[config.mk]
export PLATFORM = sky130hd
export DESIGN_NAME = spi_xcvr
export DESIGN_NICKNAME = d
export VERILOG_FILES = /design/src/rtl/spi_xcvr_pkg.sv /design/src/rtl/spi_rate_div.sv /design/src/rtl/spi_pin_sync.sv /design/src/rtl/spi_shift_core.sv /design/src/rtl/spi_xcvr.sv
export SDC_FILE = /design/constraint.sdc
export NUM_CORES = 1
export LEC_CHECK = 0
export ABC_AREA = 1
export BUFFER_PORTS_ARGS = -buffer_cell sky130_fd_sc_hd__buf_4
export CORE_ASPECT_RATIO = 1.4
export CORE_MARGIN = 5
export CORE_UTILIZATION = 47
export DETAILED_ROUTE_END_ITERATION = 16
export GPL_TIMING_DRIVEN = 0
export PLACE_DENSITY = 0.72
export SYNTH_ARGS = -nofsm -noshare
export SYNTH_HDL_FRONTEND = slang
export SYNTH_HIERARCHICAL = 1
export SYNTH_SLANG_ARGS = --single-unit
[constraint.sdc]
create_clock -name clk -period 1.7 [get_ports clk]
set_input_delay 0.17 -clock clk [delete_from_list [all_inputs] [get_ports clk]]
set_output_delay 0.17 -clock clk [all_outputs]
set_load 0.03 [all_outputs]
[src/rtl/spi_xcvr_pkg.sv]
package spi_xcvr_pkg;
  localparam int RATE_W = 3;
  localparam int HALF_W = 7;

  typedef enum logic {ST_IDLE, ST_RUN} xfer_state_e;

  // system cycles per serial clock half period for each rate code
  function automatic logic [HALF_W-1:0] half_of(input logic [RATE_W-1:0] code);
    logic [HALF_W-1:0] h;
    case (code)
      3'b000:  h = HALF_W'(1);
      3'b001:  h = HALF_W'(2);
      3'b010:  h = HALF_W'(8);
      3'b011:  h = HALF_W'(16);
      3'b100:  h = HALF_W'(4);
      3'b101:  h = HALF_W'(8);
      3'b110:  h = HALF_W'(32);
      default: h = HALF_W'(64);
    endcase
    return h;
  endfunction
endpackage

[src/rtl/spi_rate_div.sv]
module spi_rate_div #(
  parameter int HW = 7
) (
  input  logic          clk,
  input  logic          rst_n,
  input  logic          run,
  input  logic [HW-1:0] half,
  output logic          tick
);
  logic [HW-1:0] cnt_q, cnt_d;

  assign tick = run && (cnt_q == half - HW'(1));

  always_comb begin
    cnt_d = cnt_q;
    if (!run || tick) cnt_d = '0;
    else              cnt_d = cnt_q + HW'(1);
  end

  always_ff @(posedge clk or negedge rst_n) begin
    if (!rst_n) cnt_q <= '0;
    else        cnt_q <= cnt_d;
  end

  // two ticks in a row are legal only at the fastest ratio
  assert_tick_gap_R3: assert property (@(posedge clk) disable iff (!rst_n)
    (tick && half > HW'(1)) |=> !tick);
endmodule

[src/rtl/spi_pin_sync.sv]
module spi_pin_sync #(
  parameter int   STAGES  = 2,
  parameter logic RST_VAL = 1'b0
) (
  input  logic clk,
  input  logic rst_n,
  input  logic d,
  output logic q,
  output logic q_prev
);
  logic [STAGES:0] chain_q, chain_d;

  assign chain_d = {chain_q[STAGES-1:0], d};
  assign q       = chain_q[STAGES-1];
  assign q_prev  = chain_q[STAGES];

  always_ff @(posedge clk or negedge rst_n) begin
    if (!rst_n) chain_q <= {(STAGES+1){RST_VAL}};
    else        chain_q <= chain_d;
  end
endmodule

[src/rtl/spi_shift_core.sv]
module spi_shift_core #(
  parameter int DW = 8
) (
  input  logic          clk,
  input  logic          rst_n,
  input  logic          load,
  input  logic [DW-1:0] load_byte,
  input  logic          start,
  input  logic          start_cpha,
  input  logic          cpha,
  input  logic          edge_ev,
  input  logic          leading,
  input  logic          din,
  output logic          dout,
  output logic [DW-1:0] rx_next
);
  logic [DW-1:0] tx_q, tx_d, rx_q, rx_d, src;
  logic          out_q, out_d;

  assign src     = load ? load_byte : tx_q;
  assign dout    = out_q;
  assign rx_next = rx_d;

  always_comb begin
    tx_d  = tx_q;
    rx_d  = rx_q;
    out_d = out_q;
    if (start) begin
      rx_d = '0;
      if (!start_cpha) begin
        out_d = src[DW-1];
        tx_d  = {src[DW-2:0], 1'b0};
      end else begin
        tx_d  = src;
      end
    end else if (load) begin
      tx_d = load_byte;
    end else if (edge_ev) begin
      if (leading ^ cpha) begin
        rx_d = {rx_q[DW-2:0], din};
      end else begin
        out_d = tx_q[DW-1];
        tx_d  = {tx_q[DW-2:0], 1'b0};
      end
    end
  end

  always_ff @(posedge clk or negedge rst_n) begin
    if (!rst_n) begin
      tx_q  <= '0;
      rx_q  <= '0;
      out_q <= 1'b0;
    end else begin
      tx_q  <= tx_d;
      rx_q  <= rx_d;
      out_q <= out_d;
    end
  end
endmodule

[src/rtl/spi_xcvr.sv]
module spi_xcvr
  import spi_xcvr_pkg::*;
#(
  parameter int DW = 8
) (
  input  logic          clk,
  input  logic          rst_n,
  input  logic          cfg_master,
  input  logic          cfg_cpol,
  input  logic          cfg_cpha,
  input  logic [1:0]    cfg_rate,
  input  logic          opt_wr,
  input  logic          opt_rate_hi,
  input  logic          tx_load,
  input  logic [DW-1:0] tx_byte,
  output logic [DW-1:0] rx_byte,
  output logic          xfer_done,
  input  logic          sck_in,
  output logic          sck_out,
  output logic          sck_oe,
  input  logic          ss_n_in,
  input  logic          mosi_in,
  output logic          mosi_out,
  output logic          mosi_oe,
  input  logic          miso_in,
  output logic          miso_out,
  output logic          miso_oe
);
  localparam int EDGES = 2 * DW;
  localparam int CW    = $clog2(EDGES);

  // reset: asserted asynchronously, released on a clock edge
  logic [1:0] rst_pipe;
  logic       rst_s;
  always_ff @(posedge clk or negedge rst_n) begin
    if (!rst_n) rst_pipe <= 2'b00;
    else        rst_pipe <= {rst_pipe[0], 1'b1};
  end
  assign rst_s = rst_pipe[1];

  // separate option register holding the rate code MSB
  logic opt_q;
  always_ff @(posedge clk or negedge rst_s) begin
    if (!rst_s)      opt_q <= 1'b0;
    else if (opt_wr) opt_q <= opt_rate_hi;
  end

  // external pins for slave mode
  logic ss_s, ss_p, sck_s, sck_p;
  spi_pin_sync #(.STAGES(2), .RST_VAL(1'b1)) u_ss_sync (
    .clk(clk), .rst_n(rst_s), .d(ss_n_in), .q(ss_s), .q_prev(ss_p));
  spi_pin_sync #(.STAGES(2), .RST_VAL(1'b0)) u_sck_sync (
    .clk(clk), .rst_n(rst_s), .d(sck_in), .q(sck_s), .q_prev(sck_p));

  xfer_state_e       state_q, state_d;
  logic [CW-1:0]     ecnt_q, ecnt_d;
  logic              mst_q, pol_q, pha_q;
  logic [HALF_W-1:0] half_q;
  logic              sck_q, sck_d;
  logic [DW-1:0]     rxb_q, rxb_d, rx_next;
  logic              done_q, done_d;

  logic act, start_m, start_s, start, edge_ev, abort, last, div_tick, din, dout;

  assign act     = (state_q == ST_RUN);
  assign start_m = !act && cfg_master && tx_load;
  assign start_s = !act && !cfg_master && ss_p && !ss_s;
  assign start   = start_m || start_s;
  assign edge_ev = act && (mst_q ? div_tick : ((sck_s ^ sck_p) && !ss_s));
  assign abort   = act && !mst_q && ss_s;
  assign last    = edge_ev && (ecnt_q == CW'(EDGES - 1));
  assign din     = mst_q ? miso_in : mosi_in;

  spi_rate_div #(.HW(HALF_W)) u_div (
    .clk(clk), .rst_n(rst_s), .run(act && mst_q), .half(half_q), .tick(div_tick));

  spi_shift_core #(.DW(DW)) u_core (
    .clk(clk), .rst_n(rst_s),
    .load(tx_load && !act), .load_byte(tx_byte),
    .start(start), .start_cpha(cfg_cpha), .cpha(pha_q),
    .edge_ev(edge_ev && !abort), .leading(!ecnt_q[0]),
    .din(din), .dout(dout), .rx_next(rx_next));

  always_comb begin
    state_d = state_q;
    ecnt_d  = ecnt_q;
    sck_d   = sck_q;
    rxb_d   = rxb_q;
    done_d  = 1'b0;
    if (!act) begin
      sck_d = cfg_cpol;
      if (start) begin
        state_d = ST_RUN;
        ecnt_d  = '0;
      end
    end else if (abort) begin
      state_d = ST_IDLE;
    end else if (edge_ev) begin
      ecnt_d = ecnt_q + CW'(1);
      if (mst_q) sck_d = !sck_q;
      if (last) begin
        state_d = ST_IDLE;
        done_d  = 1'b1;
        rxb_d   = rx_next;
      end
    end
  end

  always_ff @(posedge clk or negedge rst_s) begin
    if (!rst_s) begin
      state_q <= ST_IDLE;
      ecnt_q  <= '0;
      sck_q   <= 1'b0;
      rxb_q   <= '0;
      done_q  <= 1'b0;
    end else begin
      state_q <= state_d;
      ecnt_q  <= ecnt_d;
      sck_q   <= sck_d;
      rxb_q   <= rxb_d;
      done_q  <= done_d;
    end
  end

  // frame settings, captured only at frame start
  always_ff @(posedge clk or negedge rst_s) begin
    if (!rst_s) begin
      mst_q  <= 1'b0;
      pol_q  <= 1'b0;
      pha_q  <= 1'b0;
      half_q <= HALF_W'(1);
    end else if (start) begin
      mst_q  <= cfg_master;
      pol_q  <= cfg_cpol;
      pha_q  <= cfg_cpha;
      half_q <= half_of({opt_q, cfg_rate});
    end
  end

  assign rx_byte   = rxb_q;
  assign xfer_done = done_q;
  assign sck_out   = sck_q;
  assign sck_oe    = cfg_master;
  assign mosi_out  = dout;
  assign mosi_oe   = cfg_master;
  assign miso_out  = dout;
  assign miso_oe   = !cfg_master && !ss_s;

  assert_done_pulse_R7: assert property (@(posedge clk) disable iff (!rst_s)
    xfer_done |=> !xfer_done);
  assert_idle_return_R2: assert property (@(posedge clk) disable iff (!rst_s)
    ($fell(act) && mst_q) |-> (sck_q == pol_q));
  assert_cfg_frozen_R8: assert property (@(posedge clk) disable iff (!rst_s)
    (act && $past(act)) |-> ($stable(half_q) && $stable(pha_q) && $stable(mst_q)));
  assert_slave_sck_still_R1: assert property (@(posedge clk) disable iff (!rst_s)
    (act && $past(act) && !mst_q) |-> $stable(sck_out));
  assert_slave_deselect_R9: assert property (@(posedge clk) disable iff (!rst_s)
    (act && !mst_q && ss_s) |=> !act);
endmodule

# Yosys cells after proc, flatten, opt, wreduce, memory -nomap -nowiden
# Index checks and enable logic that the tools add are counted.
# Widths: inputs -> output; s select.
# word_totals
reg_bits	57
in_bits	22
output_inout_bits	15
# op_classes
addsub	3
eq_ne	15
muxes	36
n_bitwise	3
n_reduce_logical	35
# op_table
cell	count
$mux 8	10
$pmux 7 s6	1
$mux 1	20
$mux 4	4
$logic_and 1x1->1	15
$eq 3x3->1 const B	3
$logic_not 1->1	8
$ne 2x2->1 const B	4
$reduce_and 4->1	2
$add 7x1->7 const B	1
$eq 7x7->1	1
$mux 7	1
$sub 7x1->7 const B	1
$eq 3x2->1 const B	2
$reduce_and 3->1	2
$add 4x1->4 const B	1
$eq 4x4->1 const B	1
$ne 2x1->1 const B	2
$reduce_bool 2->1	2
$eq 3x1->1 const B	1
$logic_not 3->1	1
$ne 3x2->1 const B	1
$reduce_bool 3->1	1
$logic_or 1x1->1	2
other kinds (4)	5

# Depth between registers and ports, before layout
# logic_depth
word_depth	10
mapped_depth	24

# Cells and area by module
# The synthesis kept the hierarchy.
# modules_own_cells
mod	n_inst	cells_per_inst	area_per_inst_um2	seq_area_each_um2
spi_xcvr	1	151	1346.3	676.9
spi_shift_core	1	167	1094.8	425.4
spi_rate_div	1	94	581.8	175.2
spi_pin_sync (u_ss_sync)	1	3	78.8	78.8
spi_pin_sync (u_sck_sync)	1	3	75.1	75.1

# Least setup slack after synthesis
# OpenSTA, ideal clock, no wires.
# synth_timing
path_type	reg2reg
startpoint	register half_q[0]
endpoint	register rxb_q[5], in the netlist rx_byte[5]
arrival_ns	2.712
setup_slack_ns	-1.129
path_stages_with_launch	25
n_path_buf	2
synth_period_minus_slack_ns	2.829
cell_sequence	dfstp_2 > inv_1 > ha_1 > nand2_1 > inv_1 > nor2_1 > nand2_1 > nor2_1 > nand2_1 > nor2_1 > nand2_1 > nor2_1 > nand2_1 > nand2_1 > buf_4 > nand2_1 > inv_1 > inv_2 > nor2_2 > bufbuf_8 > nand3_1 > nand2_1 > nor2_1 > nand4_1 > nand2_1
# synth_via
elab_chain_cells	9
elab_cells_between_ends	11
# synth_rtl
element	line	rtl
start: declaration	spi_xcvr.sv:58	logic [HALF_W-1:0] half_q;
start signal: assignment	spi_xcvr.sv:136	half_q <= half_of({opt_q, cfg_rate});
$sub 7x1->7	spi_rate_div.sv:12	assign tick = run && (cnt_q == half - HW'(1));
$eq 7x7->1	spi_rate_div.sv:12	
$logic_and 1x1->1	spi_rate_div.sv:12	
net div_tick	spi_xcvr.sv:63	logic act, start_m, start_s, start, edge_ev, abort, last, div_tick, din, dout;
$mux 1	spi_xcvr.sv:69	assign edge_ev = act && (mst_q ? div_tick : ((sck_s ^ sck_p) && !ss_s));
$logic_and 1x1->1	spi_xcvr.sv:69	
$logic_and 1x1->1	spi_xcvr.sv:81	.edge_ev(edge_ev && !abort), .leading(!ecnt_q[0]),
$mux 8	spi_shift_core.sv:38	end else if (edge_ev) begin
$mux 8	spi_shift_core.sv:36	end else if (load) begin
$mux 8	spi_shift_core.sv:28	if (start) begin
net rx_next[5]	spi_xcvr.sv:60	logic [DW-1:0] rxb_q, rxb_d, rx_next;
end signal: assignment	spi_xcvr.sv:120	rxb_q <= rxb_d;
end: declaration	spi_xcvr.sv:60	
# The timed path passes the listed nets, and every way through them passes these cells.
# A chain may end at the register's enable or synchronous reset.

# Final worst setup path
# layout_timing
startpoint	register half_q[0]
endpoint	register rxb_q[1], in the netlist rx_byte[1]
# The elaborated chain is that of the path after synthesis.

==> summary.md <==
| Metric | Value |
|---|---|
| Startpoint of the worst-slack reg-to-reg timing path | `half_q[0]$_DFFE_PN1P_` |
| Setup ws final | `-1020 ps` |
| Number of diodes | `0` |
| Overall via count from detail_route | `2825` |
| Crit-path slowest cell | `sky130_fd_sc_hd__dfstp_2` |
| Number of global-route vias before repair | `2792` |
| Final standard cell area without fillers | `4160 um^2` |
| Clock tree from TritonCTS | `done` |
| Area leader, netlist | `sky130_fd_sc_hd__dfrtp_1` |
| Sequential element share of the synthesized area | `45.1%` |
| Switching Fraction | `39.4%` |
| Layout Utilization | `about 63%` |
| Capturing point of the worst reg2reg path | `rx_byte[1]$_DFFE_PN0P_` |
| Vertical die dimension | `around 110 um` |
| Sinks on the clock net | `57` |
| Critical Path Start Type | `flop` |
| Peak supply drop | `roughly 760 uV` |
| Final clock period utilization by the worst path | `160%` |
| Worst EP arrival | `2940 ps` |
| Run status | `finished with violations` |
| Startpoint of the tightest hold check path | `opt_wr` |
| Die area | `8530 um^2` |
| Setup violation total in the final timing report | `39` |
| Fin crit period | `2720 ps` |
| Ratio of cells with drive above 1 in the final layout | `32.1%` |
| Post-Synthesis Cell Area | `3180 um^2` |
| Placed cell count | `529` |
| Power Density | `roughly 1500 nW/um^2` |
| FMAX | `367 MHz` |
| Smallest hold slack | `38.0 ps` |
| Total design power | `6.05 mW` |
| Post-Syn Instances | `418` |
| Clock transition at the registers of the reported paths | `70 ps` |
| Mean post-synth cell area | `~7.6 um^2` |
| Count of max-cap constraint violations | `0` |
| Routed wire length | `6930 um` |
| Boundary Pins | `37` |
| # rows | `35` |
| Number of flops mapped to enable cells by yosys | `0` |
| Sequential share of power | `31.7%` |
| Antenna violations before repair | `0` |
| Cell area after placement | `3600 um^2` |
| Synth Warn # | `6` |
| Root cell of the clock tree | `sky130_fd_sc_hd__clkbuf_8` |
| Global-route wire length before repair | `roughly 12000 um` |
| Cell chain of the critical path | `inv_2 -> ha_4 -> nor2_1 -> nor2_2 -> nand2_1 -> nor2_1 -> nand2_1 -> nor2_1 -> nand2_2 -> nor2_1 -> nand2_1 -> nand2_2 -> buf_6 -> nand2_2 -> inv_2 -> inv_2 -> nor2_4 -> buf_6 -> nand3_2 -> nand2_2 -> nor2_2 -> nand4_1 -> nand2_1` |
| CP Data Required Time | `1920 ps` |
| Final setup skew | `7.36 ps` |
| Fin. max-slew vios | `0` |
| Clock buffer count from CTS | `9` |
| Area share of the largest cell type after synthesis | `41.7%` |
| GP Congestion | `0.875` |
| Count of port buffers added during placement | `36` |
| Remaining global-route overflow | `0` |
| Unrepaired setup endpoints after global routing | `yes` |
| Routed Antenna Nets | `0` |
| H-tree levels | `3` |
| Area used by multi-input combinational logic | `between 1500 and 2000 um^2` |
| Switching power | `roughly 2.4 mW` |
| Detail-routed net length per standard cell | `12.3 um` |
| Detailed router's first-iteration violation count | `151` |
| Clock latency reported for the late side of the worst-skew pair | `between 300 and 400 ps` |
| Number of standard cells in the final layout excluding fillers | `approximately 560` |
| Main synth FF type | `sky130_fd_sc_hd__dfrtp_1` |
| Combinational cell fraction of total power | `42.8%` |
| Critical path peak fanout | `5` |
| Sum of net half-perimeters after detailed placement | `4780 um` |
| Total count of hold-check failures in the final report | `0` |
| Area occupied by registers | `1430 um^2` |
| Count of unique library cells instantiated by Yosys | `32` |
| Buffer depth of the longest clock path | `2` |
| HP Class | `input port to flop` |
| R2R Setup Slk | `-1020 ps` |
| Count of cells along the worst hold path | `2` |
| Initial standard-cell utilization of the core | `between 40 and 50%` |
| Cell class contributing the biggest share of worst-path delay | `simple AND/OR/NAND/NOR gates` |
| Portion of total power attributed to the clock network | `between 20% and 30%` |
| Leak | `~2.1 nW` |
| Flop and latch count out of synthesis | `57` |
| Setup crit end kind | `flop` |
| Die width | `slightly below 80 um` |
| Slew Limit Headroom | `50.7%` |
| Gr usage total | `17.5%` |
| Largest net degree at the start of global routing | `40` |
| Internal cell power | `between 3 and 4 mW` |
| Syn-to-layout area delta | `31.1%` |
| Tightest Pin Transition | `around 730 ps` |
| DRC Markers | `0` |
| Number of fill cells in the layout | `between 500 and 600` |
| First drt pass iteration count | `4` |
| Worst min-delay path endpoint | `opt_q$_DFFE_PN0P_` |
| Cell types with the largest area share after synthesis | `sky130_fd_sc_hd__dfrtp_1 42%, sky130_fd_sc_hd__nand2_1 19%, sky130_fd_sc_hd__nand3_1 7.1%` |
| Post-synth ARST share | `100%` |
| Number of cell instances on the worst register-to-register path | `23` |
| Core area | `roughly 6600 um^2` |
| Net count of the mapped netlist | `443` |
| Number of vias per cell after detailed routing | `5.02` |
| Violations in the final reports | `setup timing` |
| Final net count | `just over 500` |
| Type of the worst setup path | `flop to flop` |
| CP Buf/Inv Count | `5` |
| Maximum cell stage delay along the critical path | `540 ps` |
## synthesized netlist by cell type (2+ instances only)
cell type	instances
sky130_fd_sc_hd__a21oi_1	10
sky130_fd_sc_hd__buf_2	3
sky130_fd_sc_hd__buf_4	4
sky130_fd_sc_hd__buf_6	2
sky130_fd_sc_hd__dfrtp_1	53
sky130_fd_sc_hd__dfstp_2	4
sky130_fd_sc_hd__ha_1	3
sky130_fd_sc_hd__inv_1	40
sky130_fd_sc_hd__inv_2	5
sky130_fd_sc_hd__nand2_1	159
sky130_fd_sc_hd__nand2_2	9
sky130_fd_sc_hd__nand2_4	2
sky130_fd_sc_hd__nand3_1	45
sky130_fd_sc_hd__nand4_1	8
sky130_fd_sc_hd__nor2_1	34
sky130_fd_sc_hd__nor2_2	3
sky130_fd_sc_hd__nor2_4	4
sky130_fd_sc_hd__o21ai_0	3
sky130_fd_sc_hd__o21ai_2	6
sky130_fd_sc_hd__xnor2_1	4
sky130_fd_sc_hd__xor2_1	6
## cell families (layout without fill, tap and decap cells)
group | Yosys count | count (layout) | synth area share [%]
buffers and inverters | 58 | 128 | 9.14
AOI/OAI and AO/OA | 20 | 20 | 3.94
DFF | 57 | 57 | 45.1
adders and majority gates | 3 | 3 | 1.18
other | 1 | 1 | 0.118
and+or+nand+nor | 268 | 269 | 37.3
xor gates and xnor gates | 11 | 11 | 3.27
## sequential cells by signal, summed over array words and instances (netlist names)
signal	cells
u_core/dout	1
rst_pipe	2
mst_q	1
u_sck_sync/chain_q	3
u_div/cnt_q	7
xfer_done	1
u_core/rx_q	8
half_q	7
ecnt_q	4
act	1
u_core/tx_q	8
opt_q	1
rx_byte	8
sck_out	1
pha_q	1
u_ss_sync/chain_q	3
## power by group through the flow
stage	Sequential (mW)	Combinational [mW]	Clock, mW
3_5_place_dp	1.94	2.19	0
6_report	1.92	2.59	1.55
2_1_floorplan	1.93	1.69	0
3_3_place_gp	1.94	2.10	0
4_1_cts	1.91	2.44	1.58
5_1_grt	1.96	2.91	1.66
## stage by stage
| stage | setup slack (ps) | TNS, ps |
|---|---|---|
| finish | -1020 | -25460 |
| floorplan | -808 | -17670 |
| global placement | -1100 | -60820 |
| CTS | -925 | -23890 |
| detailed placement | -1150 | -26340 |
| global route | -1220 | -31830 |
## timing repair
| item | CTS | global route |
|---|---|---|
| pin swaps | 13 | 32 |
| cloned | 1 | 1 |
| setup buffers | 13 | 5 |
| hold buffers | 3 | 0 |
| endpoints found under the hold margin | 4 | 0 |
| endpoints found under the setup margin | 35 | 39 |
| gates resized for setup | 21 | 24 |
## cells in the final DEF, fill, tap and decap left out, types with 4 or more instances in the layout
cell / instances
sky130_fd_sc_hd__clkbuf_8: 10
sky130_fd_sc_hd__inv_2: 9
sky130_fd_sc_hd__a21oi_1: 8
sky130_fd_sc_hd__inv_1: 36
sky130_fd_sc_hd__xnor2_1: 4
sky130_fd_sc_hd__nand3_2: 4
sky130_fd_sc_hd__buf_6: 6
sky130_fd_sc_hd__nand2_2: 23
sky130_fd_sc_hd__dfrtp_1: 52
sky130_fd_sc_hd__nor2_4: 5
sky130_fd_sc_hd__nand3_1: 40
sky130_fd_sc_hd__nor2_1: 25
sky130_fd_sc_hd__dfstp_2: 4
sky130_fd_sc_hd__nor2_2: 11
sky130_fd_sc_hd__nand2_1: 142
sky130_fd_sc_hd__nand4_1: 8
sky130_fd_sc_hd__o21ai_2: 6
sky130_fd_sc_hd__buf_4: 49
sky130_fd_sc_hd__xor2_1: 6
## routing by layer
layer | share of wire [%] | vias up | track usage (%)
li1 | - | 1436 | -
met1 | 42 | 1321 | 20.1
met2 | 52 | 56 | 30.5
met3 | 4.4 | 12 | 4.02
met4 | 1.5 | 0 | 7.74
met5 | 0 | - | 0
## final cells by class
cell class	count	area share (%)
clock inverter	5	2.46
inverter	47	4.42
tap	74	2.22
timing repair buffer	54	10.9
multi-input combinational	304	39.6
buffer	11	2.55
clock buffer	11	3.40
sequential	57	34.4
## worst max-delay path by stage
stage,slack (ps),cells past startpoint,to,start
2_1_floorplan,-810,24,rx_byte[5]$_DFFE_PN0P_,half_q[0]$_DFFE_PN1P_
3_3_place_gp,-1100,23,rx_byte[0]$_DFFE_PN0P_,half_q[0]$_DFFE_PN1P_
3_5_place_dp,-1150,23,rx_byte[7]$_DFFE_PN0P_,half_q[0]$_DFFE_PN1P_
4_1_cts,-930,23,rx_byte[0]$_DFFE_PN0P_,half_q[0]$_DFFE_PN1P_
5_1_grt,-1220,24,rx_byte[3]$_DFFE_PN0P_,half_q[0]$_DFFE_PN1P_
6_report,-1020,23,rx_byte[1]$_DFFE_PN0P_,half_q[0]$_DFFE_PN1P_
(Power assumes the default switching activity.)
